## config.mk

```make
export PLATFORM = sky130hd
export DESIGN_NAME = sa_cache
export DESIGN_NICKNAME = d
export VERILOG_FILES = /design/src/rtl/sa_cache_pkg.sv /design/src/rtl/sa_cache_lines.sv /design/src/rtl/sa_cache_match.sv /design/src/rtl/sa_cache_lru.sv /design/src/rtl/sa_cache.sv
export SDC_FILE = /design/constraint.sdc
export NUM_CORES = 1
export LEC_CHECK = 0
export ABC_AREA = 1
export CAP_MARGIN = 5
export CORE_MARGIN = 1.5
export CORE_UTILIZATION = 40
export CTS_BUF_LIST = sky130_fd_sc_hd__clkbuf_4 sky130_fd_sc_hd__clkbuf_8 sky130_fd_sc_hd__clkbuf_16
export DETAILED_ROUTE_END_ITERATION = 8
export HOLD_SLACK_MARGIN = 0.12
export PLACE_DENSITY = 0.7
export SYNTH_ARGS = -nofsm -noshare
export SYNTH_HDL_FRONTEND = slang
export SYNTH_SLANG_ARGS = --single-unit
```

## constraint.sdc

```tcl
create_clock -name clk -period 3.1 [get_ports clk]
set_clock_uncertainty 0.05 [all_clocks]
set_input_delay 0.31 -clock clk [delete_from_list [all_inputs] [get_ports clk]]
set_output_delay 0.31 -clock clk [all_outputs]
set_load 0.02 [all_outputs]
```

## src/rtl/sa_cache_pkg.sv

```systemverilog
package sa_cache_pkg;
  typedef enum logic [2:0] {
    ST_IDLE  = 3'd0,
    ST_EVICT = 3'd1,
    ST_FILL  = 3'd2,
    ST_THRU  = 3'd3,
    ST_DONE  = 3'd4
  } cache_state_e;
endpackage

```

## src/rtl/sa_cache_lines.sv

```systemverilog
module sa_cache_lines #(
  parameter int SETS     = 4,
  parameter int SET_BITS = 2,
  parameter int WAYS     = 2,
  parameter int WAY_W    = 1,
  parameter int TAG_W    = 4,
  parameter int OFF_BITS = 2,
  parameter int BLK_W    = 32
) (
  input  logic                            clk,
  input  logic                            rst_n,
  input  logic [SET_BITS-1:0]             set_i,
  input  logic                            fill_en,
  input  logic [WAY_W-1:0]                fill_way,
  input  logic [TAG_W-1:0]                fill_tag,
  input  logic [BLK_W-1:0]                fill_data,
  input  logic                            wr_en,
  input  logic [WAY_W-1:0]                wr_way,
  input  logic [OFF_BITS-1:0]             wr_off,
  input  logic [7:0]                      wr_byte,
  input  logic                            wr_dirty,
  output logic [WAYS-1:0]                 valid_o,
  output logic [WAYS-1:0]                 dirty_o,
  output logic [WAYS-1:0][TAG_W-1:0]      tag_o,
  output logic [WAYS-1:0][BLK_W-1:0]      data_o
);
  logic [SETS-1:0][WAYS-1:0] valid_q, valid_d;
  logic [SETS-1:0][WAYS-1:0] dirty_q, dirty_d;
  logic [TAG_W-1:0] tag_q  [SETS][WAYS];
  logic [BLK_W-1:0] data_q [SETS][WAYS];

  always_comb begin
    valid_d = valid_q;
    dirty_d = dirty_q;
    if (fill_en) begin
      valid_d[set_i][fill_way] = 1'b1;
      dirty_d[set_i][fill_way] = 1'b0;
    end else if (wr_en && wr_dirty) begin
      dirty_d[set_i][wr_way] = 1'b1;
    end
  end

  always_ff @(posedge clk or negedge rst_n) begin
    if (!rst_n) begin
      valid_q <= '0;
      dirty_q <= '0;
    end else begin
      valid_q <= valid_d;
      dirty_q <= dirty_d;
    end
  end

  always_ff @(posedge clk) begin
    if (fill_en) begin
      tag_q[set_i][fill_way]  <= fill_tag;
      data_q[set_i][fill_way] <= fill_data;
    end else if (wr_en) begin
      data_q[set_i][wr_way][{wr_off, 3'b000} +: 8] <= wr_byte;
    end
  end

  for (genvar w = 0; w < WAYS; w++) begin : g_rd
    assign valid_o[w] = valid_q[set_i][w];
    assign dirty_o[w] = dirty_q[set_i][w];
    assign tag_o[w]   = tag_q[set_i][w];
    assign data_o[w]  = data_q[set_i][w];
  end

  // byte stores only ever land in a resident line
  assert_store_resident_R5: assert property (@(posedge clk) disable iff (!rst_n)
    wr_en |-> valid_q[set_i][wr_way]);
endmodule

```

## src/rtl/sa_cache_match.sv

```systemverilog
module sa_cache_match #(
  parameter int WAYS  = 2,
  parameter int WAY_W = 1,
  parameter int TAG_W = 4
) (
  input  logic [WAYS-1:0]            valid_i,
  input  logic [WAYS-1:0][TAG_W-1:0] tag_i,
  input  logic [TAG_W-1:0]           req_tag,
  output logic [WAYS-1:0]            hit_vec,
  output logic                       hit,
  output logic [WAY_W-1:0]           hit_way
);
  for (genvar w = 0; w < WAYS; w++) begin : g_cmp
    assign hit_vec[w] = valid_i[w] && (tag_i[w] == req_tag);
  end

  assign hit = |hit_vec;

  always_comb begin
    hit_way = '0;
    for (int w = 0; w < WAYS; w++) begin
      if (hit_vec[w]) hit_way = WAY_W'(w);
    end
  end
endmodule

```

## src/rtl/sa_cache_lru.sv

```systemverilog
module sa_cache_lru #(
  parameter int SETS     = 4,
  parameter int SET_BITS = 2,
  parameter int WAYS     = 2,
  parameter int WAY_W    = 1
) (
  input  logic                clk,
  input  logic                rst_n,
  input  logic [SET_BITS-1:0] set_i,
  input  logic                touch_en,
  input  logic [WAY_W-1:0]    touch_way,
  output logic [WAY_W-1:0]    victim_way
);
  // per-line age rank: 0 = most recent, WAYS-1 = least recent
  logic [SETS-1:0][WAYS-1:0][WAY_W-1:0] age_q, age_d;
  logic [WAYS-1:0] oldest_vec;

  always_comb begin
    age_d = age_q;
    if (touch_en) begin
      for (int w = 0; w < WAYS; w++) begin
        if (WAY_W'(w) == touch_way) begin
          age_d[set_i][w] = '0;
        end else if (age_q[set_i][w] < age_q[set_i][touch_way]) begin
          age_d[set_i][w] = WAY_W'(age_q[set_i][w] + 1'b1);
        end
      end
    end
  end

  always_ff @(posedge clk or negedge rst_n) begin
    if (!rst_n) begin
      for (int s = 0; s < SETS; s++) begin
        for (int w = 0; w < WAYS; w++) begin
          age_q[s][w] <= WAY_W'(w);
        end
      end
    end else begin
      age_q <= age_d;
    end
  end

  for (genvar w = 0; w < WAYS; w++) begin : g_old
    assign oldest_vec[w] = (age_q[set_i][w] == WAY_W'(WAYS - 1));
  end

  always_comb begin
    victim_way = '0;
    for (int w = 0; w < WAYS; w++) begin
      if (oldest_vec[w]) victim_way = WAY_W'(w);
    end
  end

  // ranks stay a permutation, so exactly one way is the oldest
  assert_single_oldest_R4: assert property (@(posedge clk) disable iff (!rst_n)
    $countones(oldest_vec) == 1);
endmodule

```

## src/rtl/sa_cache.sv

```systemverilog
module sa_cache
  import sa_cache_pkg::*;
#(
  parameter int ADDR_W   = 8,
  parameter int SET_BITS = 2,
  parameter int WAYS     = 2,
  parameter int OFF_BITS = 2,
  parameter int CNT_W    = 16
) (
  input  logic                          clk,
  input  logic                          rst_n,
  input  logic                          wb_mode,
  input  logic                          cpu_valid,
  input  logic                          cpu_we,
  input  logic [ADDR_W-1:0]             cpu_addr,
  input  logic [7:0]                    cpu_wdata,
  output logic                          cpu_ready,
  output logic [7:0]                    cpu_rdata,
  output logic                          mem_req,
  output logic                          mem_we,
  output logic [ADDR_W-1:0]             mem_addr,
  output logic [(1<<OFF_BITS)-1:0]      mem_be,
  output logic [8*(1<<OFF_BITS)-1:0]    mem_wdata,
  input  logic                          mem_ack,
  input  logic [8*(1<<OFF_BITS)-1:0]    mem_rdata,
  output logic [CNT_W-1:0]              access_count,
  output logic [CNT_W-1:0]              miss_count
);
  localparam int SETS      = 1 << SET_BITS;
  localparam int BLK_BYTES = 1 << OFF_BITS;
  localparam int BLK_W     = 8 * BLK_BYTES;
  localparam int TAG_W     = ADDR_W - SET_BITS - OFF_BITS;
  localparam int WAY_W     = (WAYS > 1) ? $clog2(WAYS) : 1;

  // reset: asserted asynchronously, released on the clock
  logic rst_meta, rst_core_n;
  always_ff @(posedge clk or negedge rst_n) begin
    if (!rst_n) begin
      rst_meta   <= 1'b0;
      rst_core_n <= 1'b0;
    end else begin
      rst_meta   <= 1'b1;
      rst_core_n <= rst_meta;
    end
  end

  logic [TAG_W-1:0]    req_tag;
  logic [SET_BITS-1:0] req_set;
  logic [OFF_BITS-1:0] req_off;
  assign req_tag = cpu_addr[ADDR_W-1 -: TAG_W];
  assign req_set = cpu_addr[OFF_BITS +: SET_BITS];
  assign req_off = cpu_addr[OFF_BITS-1:0];

  logic [WAYS-1:0]             rd_valid, rd_dirty, hit_vec;
  logic [WAYS-1:0][TAG_W-1:0]  rd_tag;
  logic [WAYS-1:0][BLK_W-1:0]  rd_data;
  logic                        hit;
  logic [WAY_W-1:0]            hit_way, lru_way, vict_sel;
  logic                        fill_en, wr_en, wr_dirty, touch_en;
  logic [WAY_W-1:0]            touch_way;

  cache_state_e      state_q, state_d;
  logic [WAY_W-1:0]  vict_q, vict_d;
  logic              miss_q, miss_d;
  logic [CNT_W-1:0]  acc_q, acc_d, mcnt_q, mcnt_d;

  sa_cache_lines #(
    .SETS(SETS), .SET_BITS(SET_BITS), .WAYS(WAYS), .WAY_W(WAY_W),
    .TAG_W(TAG_W), .OFF_BITS(OFF_BITS), .BLK_W(BLK_W)
  ) u_lines (
    .clk(clk), .rst_n(rst_core_n), .set_i(req_set),
    .fill_en(fill_en), .fill_way(vict_q), .fill_tag(req_tag), .fill_data(mem_rdata),
    .wr_en(wr_en), .wr_way(hit_way), .wr_off(req_off), .wr_byte(cpu_wdata),
    .wr_dirty(wr_dirty),
    .valid_o(rd_valid), .dirty_o(rd_dirty), .tag_o(rd_tag), .data_o(rd_data)
  );

  sa_cache_match #(.WAYS(WAYS), .WAY_W(WAY_W), .TAG_W(TAG_W)) u_match (
    .valid_i(rd_valid), .tag_i(rd_tag), .req_tag(req_tag),
    .hit_vec(hit_vec), .hit(hit), .hit_way(hit_way)
  );

  sa_cache_lru #(.SETS(SETS), .SET_BITS(SET_BITS), .WAYS(WAYS), .WAY_W(WAY_W)) u_lru (
    .clk(clk), .rst_n(rst_core_n), .set_i(req_set),
    .touch_en(touch_en), .touch_way(touch_way), .victim_way(lru_way)
  );

  // empty way first (lowest index), otherwise the least recent one
  always_comb begin
    logic found;
    found    = 1'b0;
    vict_sel = lru_way;
    for (int w = 0; w < WAYS; w++) begin
      if (!rd_valid[w] && !found) begin
        vict_sel = WAY_W'(w);
        found    = 1'b1;
      end
    end
  end

  assign cpu_rdata = rd_data[hit_way][{req_off, 3'b000} +: 8];

  always_comb begin
    state_d   = state_q;
    vict_d    = vict_q;
    miss_d    = miss_q;
    cpu_ready = 1'b0;
    mem_req   = 1'b0;
    mem_we    = 1'b0;
    mem_be    = '0;
    mem_addr  = {req_tag, req_set, {OFF_BITS{1'b0}}};
    mem_wdata = rd_data[vict_q];
    fill_en   = 1'b0;
    wr_en     = 1'b0;
    wr_dirty  = 1'b0;
    touch_en  = 1'b0;
    touch_way = hit_way;
    case (state_q)
      ST_IDLE: begin
        if (cpu_valid) begin
          if (cpu_we && !wb_mode) begin
            wr_en    = hit;
            touch_en = hit;
            miss_d   = !hit;
            state_d  = ST_THRU;
          end else if (hit) begin
            cpu_ready = 1'b1;
            wr_en     = cpu_we;
            wr_dirty  = 1'b1;
            touch_en  = 1'b1;
            miss_d    = 1'b0;
          end else begin
            miss_d  = 1'b1;
            vict_d  = vict_sel;
            state_d = (rd_valid[vict_sel] && rd_dirty[vict_sel]) ? ST_EVICT : ST_FILL;
          end
        end
      end
      ST_EVICT: begin
        mem_req  = 1'b1;
        mem_we   = 1'b1;
        mem_be   = '1;
        mem_addr = {rd_tag[vict_q], req_set, {OFF_BITS{1'b0}}};
        if (mem_ack) state_d = ST_FILL;
      end
      ST_FILL: begin
        mem_req = 1'b1;
        if (mem_ack) begin
          fill_en   = 1'b1;
          touch_en  = 1'b1;
          touch_way = vict_q;
          state_d   = ST_IDLE;
        end
      end
      ST_THRU: begin
        mem_req   = 1'b1;
        mem_we    = 1'b1;
        mem_be    = BLK_BYTES'(1) << req_off;
        mem_wdata = {BLK_BYTES{cpu_wdata}};
        if (mem_ack) state_d = ST_DONE;
      end
      ST_DONE: begin
        cpu_ready = 1'b1;
        miss_d    = 1'b0;
        state_d   = ST_IDLE;
      end
      default: state_d = ST_IDLE;
    endcase
  end

  always_comb begin
    acc_d  = acc_q;
    mcnt_d = mcnt_q;
    if (cpu_ready) begin
      acc_d = CNT_W'(acc_q + 1'b1);
      if (miss_q) mcnt_d = CNT_W'(mcnt_q + 1'b1);
    end
  end

  always_ff @(posedge clk or negedge rst_core_n) begin
    if (!rst_core_n) begin
      state_q <= ST_IDLE;
      vict_q  <= '0;
      miss_q  <= 1'b0;
      acc_q   <= '0;
      mcnt_q  <= '0;
    end else begin
      state_q <= state_d;
      vict_q  <= vict_d;
      miss_q  <= miss_d;
      acc_q   <= acc_d;
      mcnt_q  <= mcnt_d;
    end
  end

  assign access_count = acc_q;
  assign miss_count   = mcnt_q;

  assert_one_match_R1: assert property (@(posedge clk) disable iff (!rst_core_n)
    cpu_valid |-> $onehot0(hit_vec));

  assert_req_held_R3: assert property (@(posedge clk) disable iff (!rst_core_n)
    (mem_req && !mem_ack) |=> (mem_req && $stable(mem_addr) && $stable(mem_we)));

  assert_thru_single_byte_R8: assert property (@(posedge clk) disable iff (!rst_core_n)
    (mem_req && mem_we && state_q == ST_THRU) |-> ($countones(mem_be) == 1));

  assert_stall_during_mem_R9: assert property (@(posedge clk) disable iff (!rst_core_n)
    mem_req |-> !cpu_ready);

  assert_count_step_R10: assert property (@(posedge clk) disable iff (!rst_core_n)
    1'b1 |=> (access_count == $past(access_count)) ||
             (access_count == CNT_W'($past(access_count) + 1'b1)));

  assert_miss_bound_R10: assert property (@(posedge clk) disable iff (!rst_core_n)
    miss_count <= access_count);
endmodule

```

==> results_tabular.tex <==
\begin{tabular}{lr}
\hline
Metric & Value \\
\hline
\multicolumn{2}{l}{\textbf{Floorplan}} \\
\quad Top-level I/O count & 141 \\
\quad Area of the placeable core & 40830 um\^{}2 \\
\quad Initial core utilization & 40.58\% \\
\quad Width of the chip & 206.5 um \\
\quad Area of the die & 42660 um\^{}2 \\
\quad Vertical extent of the die & 206.5 um \\
\quad Cell row count & 74 \\
\multicolumn{2}{l}{\textbf{Routing}} \\
\quad Iteration-0 DRC Markers & 1546 \\
\quad Vias per cell & 5.529 \\
\quad Number of nets with antenna violations after detailed routing & 0 \\
\quad Via Count & 13700 \\
\quad Average routed wire per standard cell & 20.82 um \\
\quad Routed WL & 51580 um \\
\quad Number of iterations in the first detailed-routing pass & 6 \\
\quad DRC viols & 0 \\
\multicolumn{2}{l}{\textbf{Placement}} \\
\quad Estimated wirelength of the detail-placed design & 36300 um \\
\quad I/O Buffers & 138 \\
\quad Post-place setup slack & -0.5040 ns \\
\quad Weighted congestion at the end of routability-driven global placement & 0.9854 \\
\multicolumn{2}{l}{\textbf{Yosys}} \\
\quad Mapped Avg Cell Area & 9.976 um\^{}2 \\
\quad Biggest area consumer among synthesized cells & edfxtp\_1 \\
\quad Synth Warn \# & 0 \\
\quad Register bit total from synthesis & 351 \\
\quad Post-Synth Simple-Gate Area & 19.59\% \\
\quad Dominant combinational cell family by area after synthesis & simple AND/OR/NAND/NOR gates \\
\quad Count of different cell masters after synthesis & 43 \\
\quad Biggest area contributors in the synthesized netlist & edfxtp\_1 52\%, nand2\_1 12\%, dfrtp\_1 8.9\% \\
\quad Area share of the largest cell type after synthesis & 52.19\% \\
\quad Mux cell area share after synthesis & 0\% \\
\quad Area of the mapped netlist & 16570 um\^{}2 \\
\quad Xor/xnor cell area share of the yosys netlist & 1.586\% \\
\quad Number of instances in the synthesized netlist & 1661 \\
\quad Compound-cell area share of the yosys netlist & 11.37\% \\
\quad Fraction of the yosys area taken by sequential cells & 61.73\% \\
\quad Adder-cell share of the synthesized area & 0.5285\% \\
\multicolumn{2}{l}{\textbf{Setup path}} \\
\quad Worst endpoint data arrival time & 2.70 ns \\
\quad Setup slack of the most critical reg-to-reg path & 0.33 ns \\
\quad Slowest Stage Delay on Critical Path & 0.57 ns \\
\quad Critical path, cell by cell & clkdlybuf4s50\_1, buf\_12, nand2\_4, clkinv\_2, buf\_12, buf\_12, a221oi\_2, nand2\_1, nand3\_1, nand2\_1, clkdlybuf4s50\_1 \\
\quad Kind of start point of the critical path & input pin \\
\quad Startpoint-to-endpoint class of the critical path & input pin to output pin \\
\quad Cells on worst reg2reg path & 15 \\
\quad Crit path required time & 2.74 ns \\
\quad Critical Path Slowest Stage Cell & clkdlybuf4s50\_1 \\
\quad Reg-to-reg critical path endpoint & u\_lines.data\_q[3][51]\$\_DFFE\_PP\_ \\
\quad CP Max Fanout & 30 \\
\quad Most common cell on crit path & buf\_12 \\
\quad Worst flop-to-flop path startpoint & u\_lines.tag\_q[3][1]\$\_DFFE\_PP\_ \\
\quad Worst setup EP type & output pin \\
\multicolumn{2}{l}{\textbf{Global routing}} \\
\quad Total track usage & 24.31\% \\
\quad Initial antenna violation count & 0 \\
\quad Maximum number of pins on one net before global-route repair & 46 \\
\quad Vias in the first global route & 13100 \\
\quad Remaining global-route overflow & 0 \\
\quad Global-route wire length before repair & 77310 um \\
\multicolumn{2}{l}{\textbf{Hold path}} \\
\quad Hold Path Cell Cnt & 0 \\
\quad Min-Delay Startpoint & rst\_meta\$\_DFF\_PN0\_ \\
\quad Hold EP & rst\_core\_n\$\_DFF\_PN0\_ \\
\quad Worst hold-check path type & register to register \\
\multicolumn{2}{l}{\textbf{Cells and area}} \\
\quad Post-Route Utilization & 52.75\% \\
\quad Ant. Diodes & 0 \\
\quad Fraction of final layout cells with drive strength greater than 1 & 16.29\% \\
\quad Number of nets at the end of the flow & 1977 \\
\quad Area overhead of the layout relative to synthesis & 29.99\% \\
\multicolumn{2}{l}{\textbf{Clock network}} \\
\quad Deepest level of the CTS H-tree & 2 \\
\quad Cts bufs inserted & 39 \\
\quad Deepest clock path buffer count & 3 \\
\quad Clock tree from TritonCTS & yes \\
\quad Insertion delay of the later-clocked pin in the worst-skew pair & 0.56 ns \\
\quad Post-CTS clock slew at the launch and capture registers of the worst setup and hold paths & 0.06 ns \\
\quad Library cell used as clock root buffer & clkbuf\_16 \\
\quad Sink Count & 351 \\
\multicolumn{2}{l}{\textbf{Power}} \\
\quad Largest voltage drop on the vdd net & 0.0005282 V \\
\quad Total Power & 14.56 mW \\
\quad P per Cell Area & 675.8 nW/um\^{}2 \\
\quad Leakage power total & 8.641 nW \\
\multicolumn{2}{l}{\textbf{STA}} \\
\quad Final-report hold violation count & 0 \\
\quad Final setup margin & 0.03672 ns \\
\quad Final Critical Period & 3.063 ns \\
\quad Setup total negative slack & 0 ns \\
\quad Tightest Pin Transition & 0.9978 ns \\
\quad Max Clk Rate & 0.3264 GHz \\
\quad Final setup violation count & 0 \\
\quad Number of pins with negative max-slew slack in the final report & 0 \\
\quad Final cycle utilization of the critical path & 98.82\% \\
\quad Final-layout worst hold slack & 0.3113 ns \\
\quad Max\_slew headroom & 33.48\% \\
\quad RSZ-0062 raised after global routing & yes \\
\multicolumn{2}{l}{\textbf{Run status}} \\
\quad Result of the run & complete, no violations \\
\multicolumn{2}{l}{\textbf{Job}} \\
\quad Max Cap Viol & 0 \\
\hline
\end{tabular}
-- power by group --
group	internal [mW]	switching, mW
logic	1.40	2.54
clock network	3.05	1.96
registers	5.43	0.183
total	9.88	4.68
-- flip-flops by register name, indices dropped and copies added (netlist names) --
name and count:
miss_count 16, miss_q 1, access_count 16, rst_meta 1, u_lines.tag_q 32, vict_q 1, u_lines.valid_q 8, state_q 3
rst_core_n 1, u_lines.data_q 256, u_lines.dirty_q 8, u_lru.age_q 8
-- through the flow --
step	area, um^2	cells
after CTS	21490	2475
final	21540	2478
after detailed placement	19630	2402
after global routing	21540	2478
after floorplan	16570	1662
after global placement	19630	2402
-- logic make-up (layout without fill, tap and decap cells) --
logic type | Yosys count | after routing
DFF | 351 | 351
xor gates and xnor gates | 30 | 30
buffers and inverters | 204 | 488
other | 2 | 3
AOI/OAI and AO/OA | 285 | 285
and+or+nand+nor | 782 | 782
adders and majority gates | 7 | 7
-- worst max path at each step --
stage / startpoint / end / slack [ns] / cells past startpoint
after floorplan: cpu_addr[2] / u_lines.data_q[0][0]$_DFFE_PP_ / 0.45 / 12
final: cpu_addr[3] / mem_wdata[26] / 0.04 / 11
after detailed placement: cpu_addr[3] / cpu_rdata[1] / -0.50 / 14
after CTS: cpu_addr[3] / cpu_rdata[2] / 0.0003 / 17
after global placement: cpu_addr[3] / cpu_rdata[4] / -0.50 / 13
after global routing: cpu_addr[3] / mem_wdata[19] / -0.002 / 12
-- worst max-delay path, delay by kind of cell --
family | cells | cell delay [ns]
compound gates | 1 | 0.39
buf+inv | 6 | 1.60
simple gates | 4 | 0.38
-- placed cells by master (no fill, tap or decap), types with 18 or more instances in the layout --
cell type / count
a22o_1: 36
clkdlybuf4s50_1: 97
buf_12: 20
nand3_1: 101
nand2_1: 526
a221oi_2: 29
a22oi_1: 29
nor3_1: 25
inv_1: 107
o21ai_0: 89
dlygate4sd2_1: 22
a21oi_1: 35
o21ai_1: 18
clkbuf_16: 39
dfrtp_1: 58
buf_4: 130
edfxtp_1: 288
nor2_1: 95
-- repair_timing --
action | CTS | global route
resized for setup | 110 | 35
hold buffers | 1 | 0
setup buffers | 0 | 3
hold endpoints to repair | 2 | 0
gates cloned | 1 | 0
pin swaps | 1 | 2
setup endpoints to repair | 45 | 23
-- cells in the mapped netlist --
master      n
nand2_1   526
edfxtp_1  288
inv_1     108
nand3_1   101
nor2_1     98
o21ai_0    90
dfrtp_1    59
clkbuf_1   56
a221oi_1   51
a22o_1     36
a21oi_1    35
a22oi_1    29
nor3_1     25
o211ai_1   17
o21ai_1    17
xor2_1     16
xnor2_1    14
buf_4      10
buf_1       9
nor2_4      9
o22ai_1     8
ha_1        7
nand4_1     6
buf_2       5
buf_6       5
inv_2       5
dfstp_2     4
or2_2       4
clkinv_1    3
conb_1      2
inv_4       2
nand2_4     2
nand3b_1    2
nor2_2      2
nor4_1      2
a21boi_0    1
and2_1      1
and3_1      1
clkinv_2    1
nand2_2     1
nand3_2     1
nand3_4     1
o221ai_1    1
-- final cells by class --
class	instances	area (um^2)
Timing Repair Buffer	298	2833
Multi-Input combinational cell	1107	5978
Tap cell	532	665.6
Fill cell	3526	19290
Clock buffer	45	1021
Inverter	119	454.2
Sequential cell	351	10230
Clock inverter	26	357.8
-- layer usage --
metal  wire length (um)  vias to the layer above  GRT usage [%]
li1                   -                     6291              -
met1              20620                     6548          31.95
met2              23610                      706          37.80
met3               4844                      157          5.353
met4               2514                        0          12.55
met5                  0                        -              0
No activity file was read; power rests on OpenSTA's default activity.
